===== src/rtl/fcd_pkg.sv =====
package fcd_pkg;

  typedef enum logic [1:0] {
    MD_ARRAY = 2'b00,
    MD_IDENT = 2'b01,
    MD_PSET  = 2'b10
  } mode_e;

  typedef enum logic [1:0] {
    SQ_IDLE = 2'b00,
    SQ_KEY1 = 2'b01,
    SQ_KEY2 = 2'b10
  } seq_e;

  localparam logic [7:0] KEY_FIRST  = 8'hAA;
  localparam logic [7:0] KEY_SECOND = 8'h55;
  localparam logic [7:0] OP_RESET   = 8'hF0;
  localparam logic [7:0] OP_IDENT   = 8'h90;
  localparam logic [7:0] OP_PROG    = 8'hA0;
  localparam logic [7:0] CODE_MFR   = 8'h20;
  localparam logic [7:0] CODE_TOP   = 8'hEA;
  localparam logic [7:0] CODE_BOT   = 8'hEB;

  localparam int unsigned KEY_ADDR_A = 'h555;
  localparam int unsigned KEY_ADDR_B = 'h2AA;

endpackage


===== src/rtl/fcd_strobe_capture.sv =====
module fcd_strobe_capture #(
  parameter int AW = 20,
  parameter int DW = 8
) (
  input  logic          clk,
  input  logic          rst_n,
  input  logic          wr_strobe,
  input  logic [AW-1:0] wr_addr,
  input  logic [DW-1:0] wr_data,
  output logic          cyc_ok,
  output logic [AW-1:0] cyc_addr,
  output logic [DW-1:0] cyc_data
);

  logic          strobe_q;
  logic [AW-1:0] addr_hold;
  logic          rise, fall;

  assign rise = wr_strobe & ~strobe_q;
  assign fall = ~wr_strobe & strobe_q;

  always_ff @(posedge clk or negedge rst_n) begin
    if (!rst_n) begin
      strobe_q  <= 1'b0;
      addr_hold <= '0;
      cyc_ok    <= 1'b0;
      cyc_addr  <= '0;
      cyc_data  <= '0;
    end else begin
      strobe_q <= wr_strobe;
      cyc_ok   <= fall;
      if (rise) addr_hold <= wr_addr;
      if (fall) begin
        cyc_addr <= addr_hold;
        cyc_data <= wr_data;
      end
    end
  end

  AST_CYCLE_SPACED: assert property (@(posedge clk) disable iff (!rst_n)
    cyc_ok |=> !cyc_ok);

  AST_CYCLE_AFTER_FALL: assert property (@(posedge clk) disable iff (!rst_n)
    cyc_ok |-> !strobe_q);

endmodule


===== src/rtl/fcd_seq_fsm.sv =====
module fcd_seq_fsm
  import fcd_pkg::*;
#(
  parameter int AW     = 20,
  parameter int DW     = 8,
  parameter int CMD_AW = 12
) (
  input  logic          clk,
  input  logic          rst_n,
  input  logic          cyc_ok,
  input  logic [AW-1:0] cyc_addr,
  input  logic [DW-1:0] cyc_data,
  input  logic          erase_busy,
  output mode_e         mode,
  output logic          pg_go,
  output logic [AW-1:0] pg_addr,
  output logic [DW-1:0] pg_data
);

  localparam logic [CMD_AW-1:0] ADDR_A = CMD_AW'(KEY_ADDR_A);
  localparam logic [CMD_AW-1:0] ADDR_B = CMD_AW'(KEY_ADDR_B);

  seq_e              seq;
  logic [CMD_AW-1:0] low_addr;
  logic              hit_a, hit_b;

  assign low_addr = cyc_addr[CMD_AW-1:0];
  assign hit_a    = (low_addr == ADDR_A);
  assign hit_b    = (low_addr == ADDR_B);

  always_ff @(posedge clk or negedge rst_n) begin
    if (!rst_n) begin
      seq     <= SQ_IDLE;
      mode    <= MD_ARRAY;
      pg_go   <= 1'b0;
      pg_addr <= '0;
      pg_data <= '0;
    end else begin
      pg_go <= 1'b0;
      if (cyc_ok) begin
        if (mode == MD_PSET) begin
          pg_go   <= 1'b1;
          pg_addr <= cyc_addr;
          pg_data <= cyc_data;
          mode    <= MD_ARRAY;
          seq     <= SQ_IDLE;
        end else if (cyc_data == OP_RESET) begin
          if (!erase_busy) begin
            mode <= MD_ARRAY;
            seq  <= SQ_IDLE;
          end
        end else begin
          case (seq)
            SQ_IDLE: seq <= (hit_a && cyc_data == KEY_FIRST) ? SQ_KEY1 : SQ_IDLE;
            SQ_KEY1: seq <= (hit_b && cyc_data == KEY_SECOND) ? SQ_KEY2 : SQ_IDLE;
            SQ_KEY2: begin
              seq <= SQ_IDLE;
              if (hit_a && cyc_data == OP_IDENT) mode <= MD_IDENT;
              else if (hit_a && cyc_data == OP_PROG) mode <= MD_PSET;
            end
            default: seq <= SQ_IDLE;
          endcase
        end
      end
    end
  end

  AST_GO_FROM_SETUP: assert property (@(posedge clk) disable iff (!rst_n)
    pg_go |-> $past(mode) == MD_PSET);

  AST_GO_SINGLE: assert property (@(posedge clk) disable iff (!rst_n)
    pg_go |=> !pg_go);

  AST_IDENT_NEEDS_CYCLE: assert property (@(posedge clk) disable iff (!rst_n)
    (mode == MD_IDENT && $past(mode) != MD_IDENT) |-> $past(cyc_ok));

  AST_RESET_WORKS: assert property (@(posedge clk) disable iff (!rst_n)
    (cyc_ok && cyc_data == OP_RESET && !erase_busy && mode != MD_PSET) |=> mode == MD_ARRAY);

  AST_RESET_REFUSED: assert property (@(posedge clk) disable iff (!rst_n)
    (cyc_ok && cyc_data == OP_RESET && erase_busy && mode != MD_PSET) |=> $stable(mode));

  AST_MODE_ONLY_ON_CYCLE: assert property (@(posedge clk) disable iff (!rst_n)
    !$past(cyc_ok) |-> $stable(mode));

endmodule


===== src/rtl/fcd_read_mux.sv =====
module fcd_read_mux
  import fcd_pkg::*;
#(
  parameter int AW       = 20,
  parameter int DW       = 8,
  parameter int BLK_LSB  = 13,
  parameter bit TOP_BOOT = 1'b1
) (
  input  logic                           clk,
  input  logic                           rst_n,
  input  mode_e                          mode,
  input  logic [AW-1:0]                  rd_addr,
  input  logic [DW-1:0]                  array_data,
  input  logic [(1 << (AW-BLK_LSB))-1:0] blk_prot,
  output logic [DW-1:0]                  rd_data
);

  localparam int         NBLK     = 1 << (AW - BLK_LSB);
  localparam logic [7:0] DEV_CODE = TOP_BOOT ? CODE_TOP : CODE_BOT;

  logic [AW-BLK_LSB-1:0] blk_idx;
  logic [DW-1:0]         ident_data;
  logic                  prot_bit;

  assign blk_idx  = rd_addr[AW-1:BLK_LSB];
  assign prot_bit = blk_prot[blk_idx];

  always_comb begin
    ident_data = '0;
    unique case ({rd_addr[1], rd_addr[0]})
      2'b00: ident_data = DW'(CODE_MFR);
      2'b01: ident_data = DW'(DEV_CODE);
      2'b10: ident_data = rd_addr[6] ? '0 : DW'(prot_bit);
      default: ident_data = '0;
    endcase
  end

  assign rd_data = (mode == MD_IDENT) ? ident_data : array_data;

  AST_ARRAY_PASS: assert property (@(posedge clk) disable iff (!rst_n)
    (mode != MD_IDENT) |-> rd_data == array_data);

  AST_MFR_CODE: assert property (@(posedge clk) disable iff (!rst_n)
    (mode == MD_IDENT && rd_addr[1:0] == 2'b00) |-> rd_data == DW'(8'h20));

  AST_PROT_NARROW: assert property (@(posedge clk) disable iff (!rst_n)
    (mode == MD_IDENT && rd_addr[1]) |-> rd_data[DW-1:1] == '0);

  initial begin
    AST_BLOCK_COUNT: assert (NBLK >= 2);
  end

endmodule


===== src/rtl/flash_cmd_front.sv =====
module flash_cmd_front
  import fcd_pkg::*;
#(
  parameter int AW       = 20,
  parameter int DW       = 8,
  parameter int CMD_AW   = 12,
  parameter int BLK_LSB  = 13,
  parameter bit TOP_BOOT = 1'b1,
  localparam int NBLK    = 1 << (AW - BLK_LSB)
) (
  input  logic            clk,
  input  logic            rst_n,
  input  logic            wr_strobe,
  input  logic [AW-1:0]   wr_addr,
  input  logic [DW-1:0]   wr_data,
  input  logic            erase_busy,
  input  logic [AW-1:0]   rd_addr,
  input  logic [DW-1:0]   array_data,
  input  logic [NBLK-1:0] blk_prot,
  output logic [DW-1:0]   rd_data,
  output logic [1:0]      mode_o,
  output logic            pg_go,
  output logic [AW-1:0]   pg_addr,
  output logic [DW-1:0]   pg_data
);

  logic          cyc_ok;
  logic [AW-1:0] cyc_addr;
  logic [DW-1:0] cyc_data;
  mode_e         mode;

  fcd_strobe_capture #(.AW(AW), .DW(DW)) u_cap (
    .clk       (clk),
    .rst_n     (rst_n),
    .wr_strobe (wr_strobe),
    .wr_addr   (wr_addr),
    .wr_data   (wr_data),
    .cyc_ok    (cyc_ok),
    .cyc_addr  (cyc_addr),
    .cyc_data  (cyc_data)
  );

  fcd_seq_fsm #(.AW(AW), .DW(DW), .CMD_AW(CMD_AW)) u_seq (
    .clk        (clk),
    .rst_n      (rst_n),
    .cyc_ok     (cyc_ok),
    .cyc_addr   (cyc_addr),
    .cyc_data   (cyc_data),
    .erase_busy (erase_busy),
    .mode       (mode),
    .pg_go      (pg_go),
    .pg_addr    (pg_addr),
    .pg_data    (pg_data)
  );

  fcd_read_mux #(.AW(AW), .DW(DW), .BLK_LSB(BLK_LSB), .TOP_BOOT(TOP_BOOT)) u_mux (
    .clk        (clk),
    .rst_n      (rst_n),
    .mode       (mode),
    .rd_addr    (rd_addr),
    .array_data (array_data),
    .blk_prot   (blk_prot),
    .rd_data    (rd_data)
  );

  assign mode_o = mode;

  AST_MODE_LEGAL: assert property (@(posedge clk) disable iff (!rst_n)
    mode_o != 2'b11);

endmodule


===== config.mk =====
export PLATFORM = sky130hd
export DESIGN_NAME = flash_cmd_front
export DESIGN_NICKNAME = d
export VERILOG_FILES = /design/src/rtl/fcd_pkg.sv /design/src/rtl/fcd_strobe_capture.sv /design/src/rtl/fcd_seq_fsm.sv /design/src/rtl/fcd_read_mux.sv /design/src/rtl/flash_cmd_front.sv
export SDC_FILE = /design/constraint.sdc
export NUM_CORES = 1
export LEC_CHECK = 0
export BUFFER_PORTS_ARGS = -buffer_cell sky130_fd_sc_hd__buf_2
export CAP_MARGIN = 20
export CORE_UTILIZATION = 46
export DETAILED_ROUTE_END_ITERATION = 12
export PLACE_DENSITY = 0.91
export SETUP_SLACK_MARGIN = 0.3
export SLEW_MARGIN = 10
export SYNTH_ARGS = -nofsm -noshare
export SYNTH_HDL_FRONTEND = slang
export SYNTH_SLANG_ARGS = --single-unit

===== constraint.sdc =====
create_clock -name clk -period 3.84 [get_ports clk]
set_input_delay 0.96 -clock clk [delete_from_list [all_inputs] [get_ports clk]]
set_output_delay 0.96 -clock clk [all_outputs]
set_load 0.005 [all_outputs]

==> results.py <==
metrics = {
    "worst_setup_path": {
        "crit_fanout": 5,
        "crit_slowest_cell": "or4_1",
        "reg2reg_depth": 6,
        "slowest_delay_ps": 520,
        "r2r_start": "u_cap.cyc_addr[4]",
        "reg2reg_to": "u_seq.mode[1]",
        "path_class": "in2out",
        "path_buf_inv": 3,
        "cp.arrival_ps": 2690,
        "cp.required_ps": 2880,
        "cp.depth": 9,
        "critPathLaunch": "rd_addr[13]",
        "cp-start-kind": "input port",
        "r2r_slack_ps": 1560,
        "endpoint": "rd_data[0]",
        "path_cells": "buf_12, buf_16, mux4_2, mux2i_2, o211ai_2, nor4_1, or4_1, a32oi_1, buf_2",
        "worst_setup_path_end_kind": "primary output",
        "cpLargestDelayFamily": "simple AND/OR/NAND/NOR gates",
    },
    "power_and_ir_drop": {
        "leakage_nw": 3.06,
        "finalPower_mw": 2.27,
        "power.share.clock_pct": 28.4,
        "power.internal_mw": 1.63,
        "comb_power_share_pct": 22.8,
        "swShare_pct": 28.3,
        "seqPwrFrac_pct": 48.8,
        "powerDensity_nw_per_um2": 370,
        "peakVddDrop_v": 0.000381,
        "p_sw_uw": 644,
    },
    "placed_design": {
        "gp_congestion": 0.829,
        "dpl_worst_slack_ps": 33.3,
        "placed_cell_area_um2": 5800,
        "post-place-cells": 669,
        "portBuffers": 216,
        "detailedPlacementHpwl_um": 10500,
    },
    "global_route": {
        "grt_pass1_wl_um": 20500,
        "grt_pass1_vias": 4049,
        "gr-usage-met1_pct": 29.6,
        "grt.overflow.total": 0,
        "met3_usage_pct": 8.49,
        "grtUsageTotal_pct": 26.5,
        "grt_start_max_net_pins": 84,
        "busiest_layer": "met2",
        "met2_usage_pct": 46.9,
        "antenna_found_initial": 0,
    },
    "finish": {
        "nets": 739,
        "fill_cells": 716,
        "fin_cells": 689,
        "syn_to_final_growth_pct": 34.3,
        "diodes": 0,
        "stdcell_area_um2": 6150,
        "layout-drive-gt1-share_pct": 63.1,
        "finish.utilization_pct": 63.2,
    },
    "clock_network": {
        "cts_root_buffer": "clkbuf_8",
        "cts_made_buffers": 9,
        "path_clk_slew_ps": 100,
        "htreeDepth": 3,
        "clk_latency_ps": 360,
        "cts.sinks": 83,
        "cts_tree": "built",
        "clockBufferDepth": 2,
    },
    "detailed_routing": {
        "ant_nets": 0,
        "wl_per_cell_um": 20.2,
        "dr.pass1.iters": 5,
        "drc": 0,
        "first_iter_violations": 210,
        "dr_total_vias": 3955,
        "vias_per_cell": 5.74,
        "totalWireLength_um": 13900,
    },
    "yosys": {
        "ys_types": 47,
        "synth_edf_count": 0,
        "yosysTopAreaCellShare_pct": 45.4,
        "synth_area_leaders": "dfrtp_1, mux2_2, mux4_1",
        "synth_nets": 515,
        "syn_area_per_cell_um2": 14.0,
        "synth_area_leader_cell": "dfrtp_1",
        "yosys_warnings": 0,
        "ys_ff_latch": 83,
        "yosysSeqAreaShare_pct": 45.4,
        "syn-cell-area_um2": 4580,
        "async_flop_share_pct": 100,
        "synthCells": 327,
        "ys_dominant_reg_cell": "dfrtp_1",
    },
    "timing": {
        "rsz0062_at_grt": "true",
        "setup_viol_count_final": 0,
        "worst_hold_slack_ps": 446,
        "setup_tns_ps": 0,
        "slew_violations": 0,
        "finalHoldViolCount": 0,
        "fin_worst_skew_ps": 13.1,
        "setup_slack_ps": 189,
        "slew_headroom_pct": 29.8,
        "worst_slew_pin_slew_ps": 1050,
        "finalCritPeriodShare_pct": 95.1,
        "layout_min_cycle_time_ps": 3650,
        "fmax_ghz": 0.274,
    },
    "die": {
        "ios": 227,
        "dieArea_um2": 10400,
        "core_um2": 9730,
        "die_h_um": 102,
        "die_x_um": 102,
        "start_util_pct": 47.1,
        "rows": 36,
    },
    "run_status": {
        "status": "complete, no violations",
    },
    "min_path": {
        "hp-class": "in2async",
    },
    "job": {
        "cap_viol_max_count": 0,
    },
}
cell usage after synthesis (4+ instances only):
| master | instances |
|---|---|
| a21o_1 | 6 |
| mux4_1 | 15 |
| inv_1 | 5 |
| nor2b_1 | 4 |
| clkbuf_1 | 8 |
| mux2i_1 | 9 |
| o21ai_0 | 10 |
| dfrtp_1 | 83 |
| buf_2 | 4 |
| a31oi_1 | 4 |
| mux4_2 | 16 |
| nand2_1 | 17 |
| nand4_1 | 5 |
| mux2_2 | 73 |
| nor2_1 | 10 |
| nand3_1 | 4 |
power groups by stage:
stage                     Combinational [mW]  Clock (mW)  Sequential, mW
after floorplan                        0.273           0            1.10
after global placement                 0.467           0            1.11
after detailed placement               0.492           0            1.12
after CTS                              0.515       0.657            1.11
after global routing                   0.559       0.696            1.13
final                                  0.518       0.646            1.11
worst min path at each step:
stage / endpoint / startpoint / slack, ps
2_1_floorplan: u_seq.pg_data[4] / u_seq.pg_data[4] / 470
3_3_place_gp: u_seq.pg_data[4] / u_seq.pg_data[4] / 470
3_5_place_dp: u_seq.pg_data[4] / u_seq.pg_data[4] / 480
4_1_cts: u_seq.pg_data[4] / u_seq.pg_data[4] / 500
5_1_grt: u_seq.pg_addr[10] / rst_n / 450
6_report: u_cap.cyc_data[1] / rst_n / 450
routing by layer:
layer	wire [um]	up-vias	part of all wire [%]
li1	-	1721	-
met1	4940	1954	36
met2	7230	234	52
met3	1280	46	9.2
met4	439	0	3.2
met5	0	-	0
state kept, by name (all words and copies together), names as in the netlist, 2 cells and up:
signal / flops
u_seq.mode: 2
u_cap.cyc_data: 8
u_seq.pg_addr: 20
u_cap.addr_hold: 20
u_seq.pg_data: 8
u_cap.cyc_addr: 20
u_seq.seq: 2
cell type report:
| type | instances | area, um^2 | area share (%) |
|---|---|---|---|
| Clock buffer | 9 | 124 | 2.02 |
| Clock inverter | 7 | 82.6 | 1.34 |
| Inverter | 7 | 26.3 | 0.427 |
| Multi-Input combinational cell | 217 | 2350 | 38.2 |
| Sequential cell | 83 | 2080 | 33.8 |
| Tap cell | 133 | 166 | 2.71 |
| Timing Repair Buffer | 233 | 1320 | 21.5 |
cells by family (layout without fill, tap and decap cells):
| logic type | after synthesis | after routing | share of synthesized area, % |
|---|---|---|---|
| flip-flops | 83 | 83 | 45.4 |
| buffers and inverters | 27 | 256 | 3.61 |
| AND/OR/NAND/NOR | 64 | 64 | 7.87 |
| multiplexers | 115 | 115 | 37.1 |
| AO/OA/AOI/OAI | 38 | 38 | 6.09 |
repair_timing:
item                       CTS  global route
setup endpoints to repair    1             1
buffers inserted             1             0
gates cloned                 2             0
hold buffers                 0             0
hold endpoints to repair     0             0
pin swaps                    3             3
resized for setup           14             2
cells in the final DEF, fill, tap and decap left out, types with 3 or more instances in the layout:
cell / count
mux2_2: 73
nand4_1: 5
nand2_1: 17
mux4_1: 13
clkbuf_8: 9
nand3_1: 4
nor3b_1: 3
nor2_1: 10
and2_1: 3
a31oi_1: 4
buf_4: 12
mux2i_1: 8
inv_6: 3
dfrtp_1: 83
nor3_1: 3
o21ai_0: 10
a21o_1: 6
mux4_2: 18
buf_12: 3
buf_16: 3
inv_1: 5
buf_2: 213
worst register-to-register path, cell delays in order (launching register included):
cell and delay (ps):
dfrtp_1 420, nor4bb_1 370, nand4_1 160, nor4b_1 640
nand2_1 180, o31ai_1 250, a32o_1 210
(Power assumes the default switching activity.)
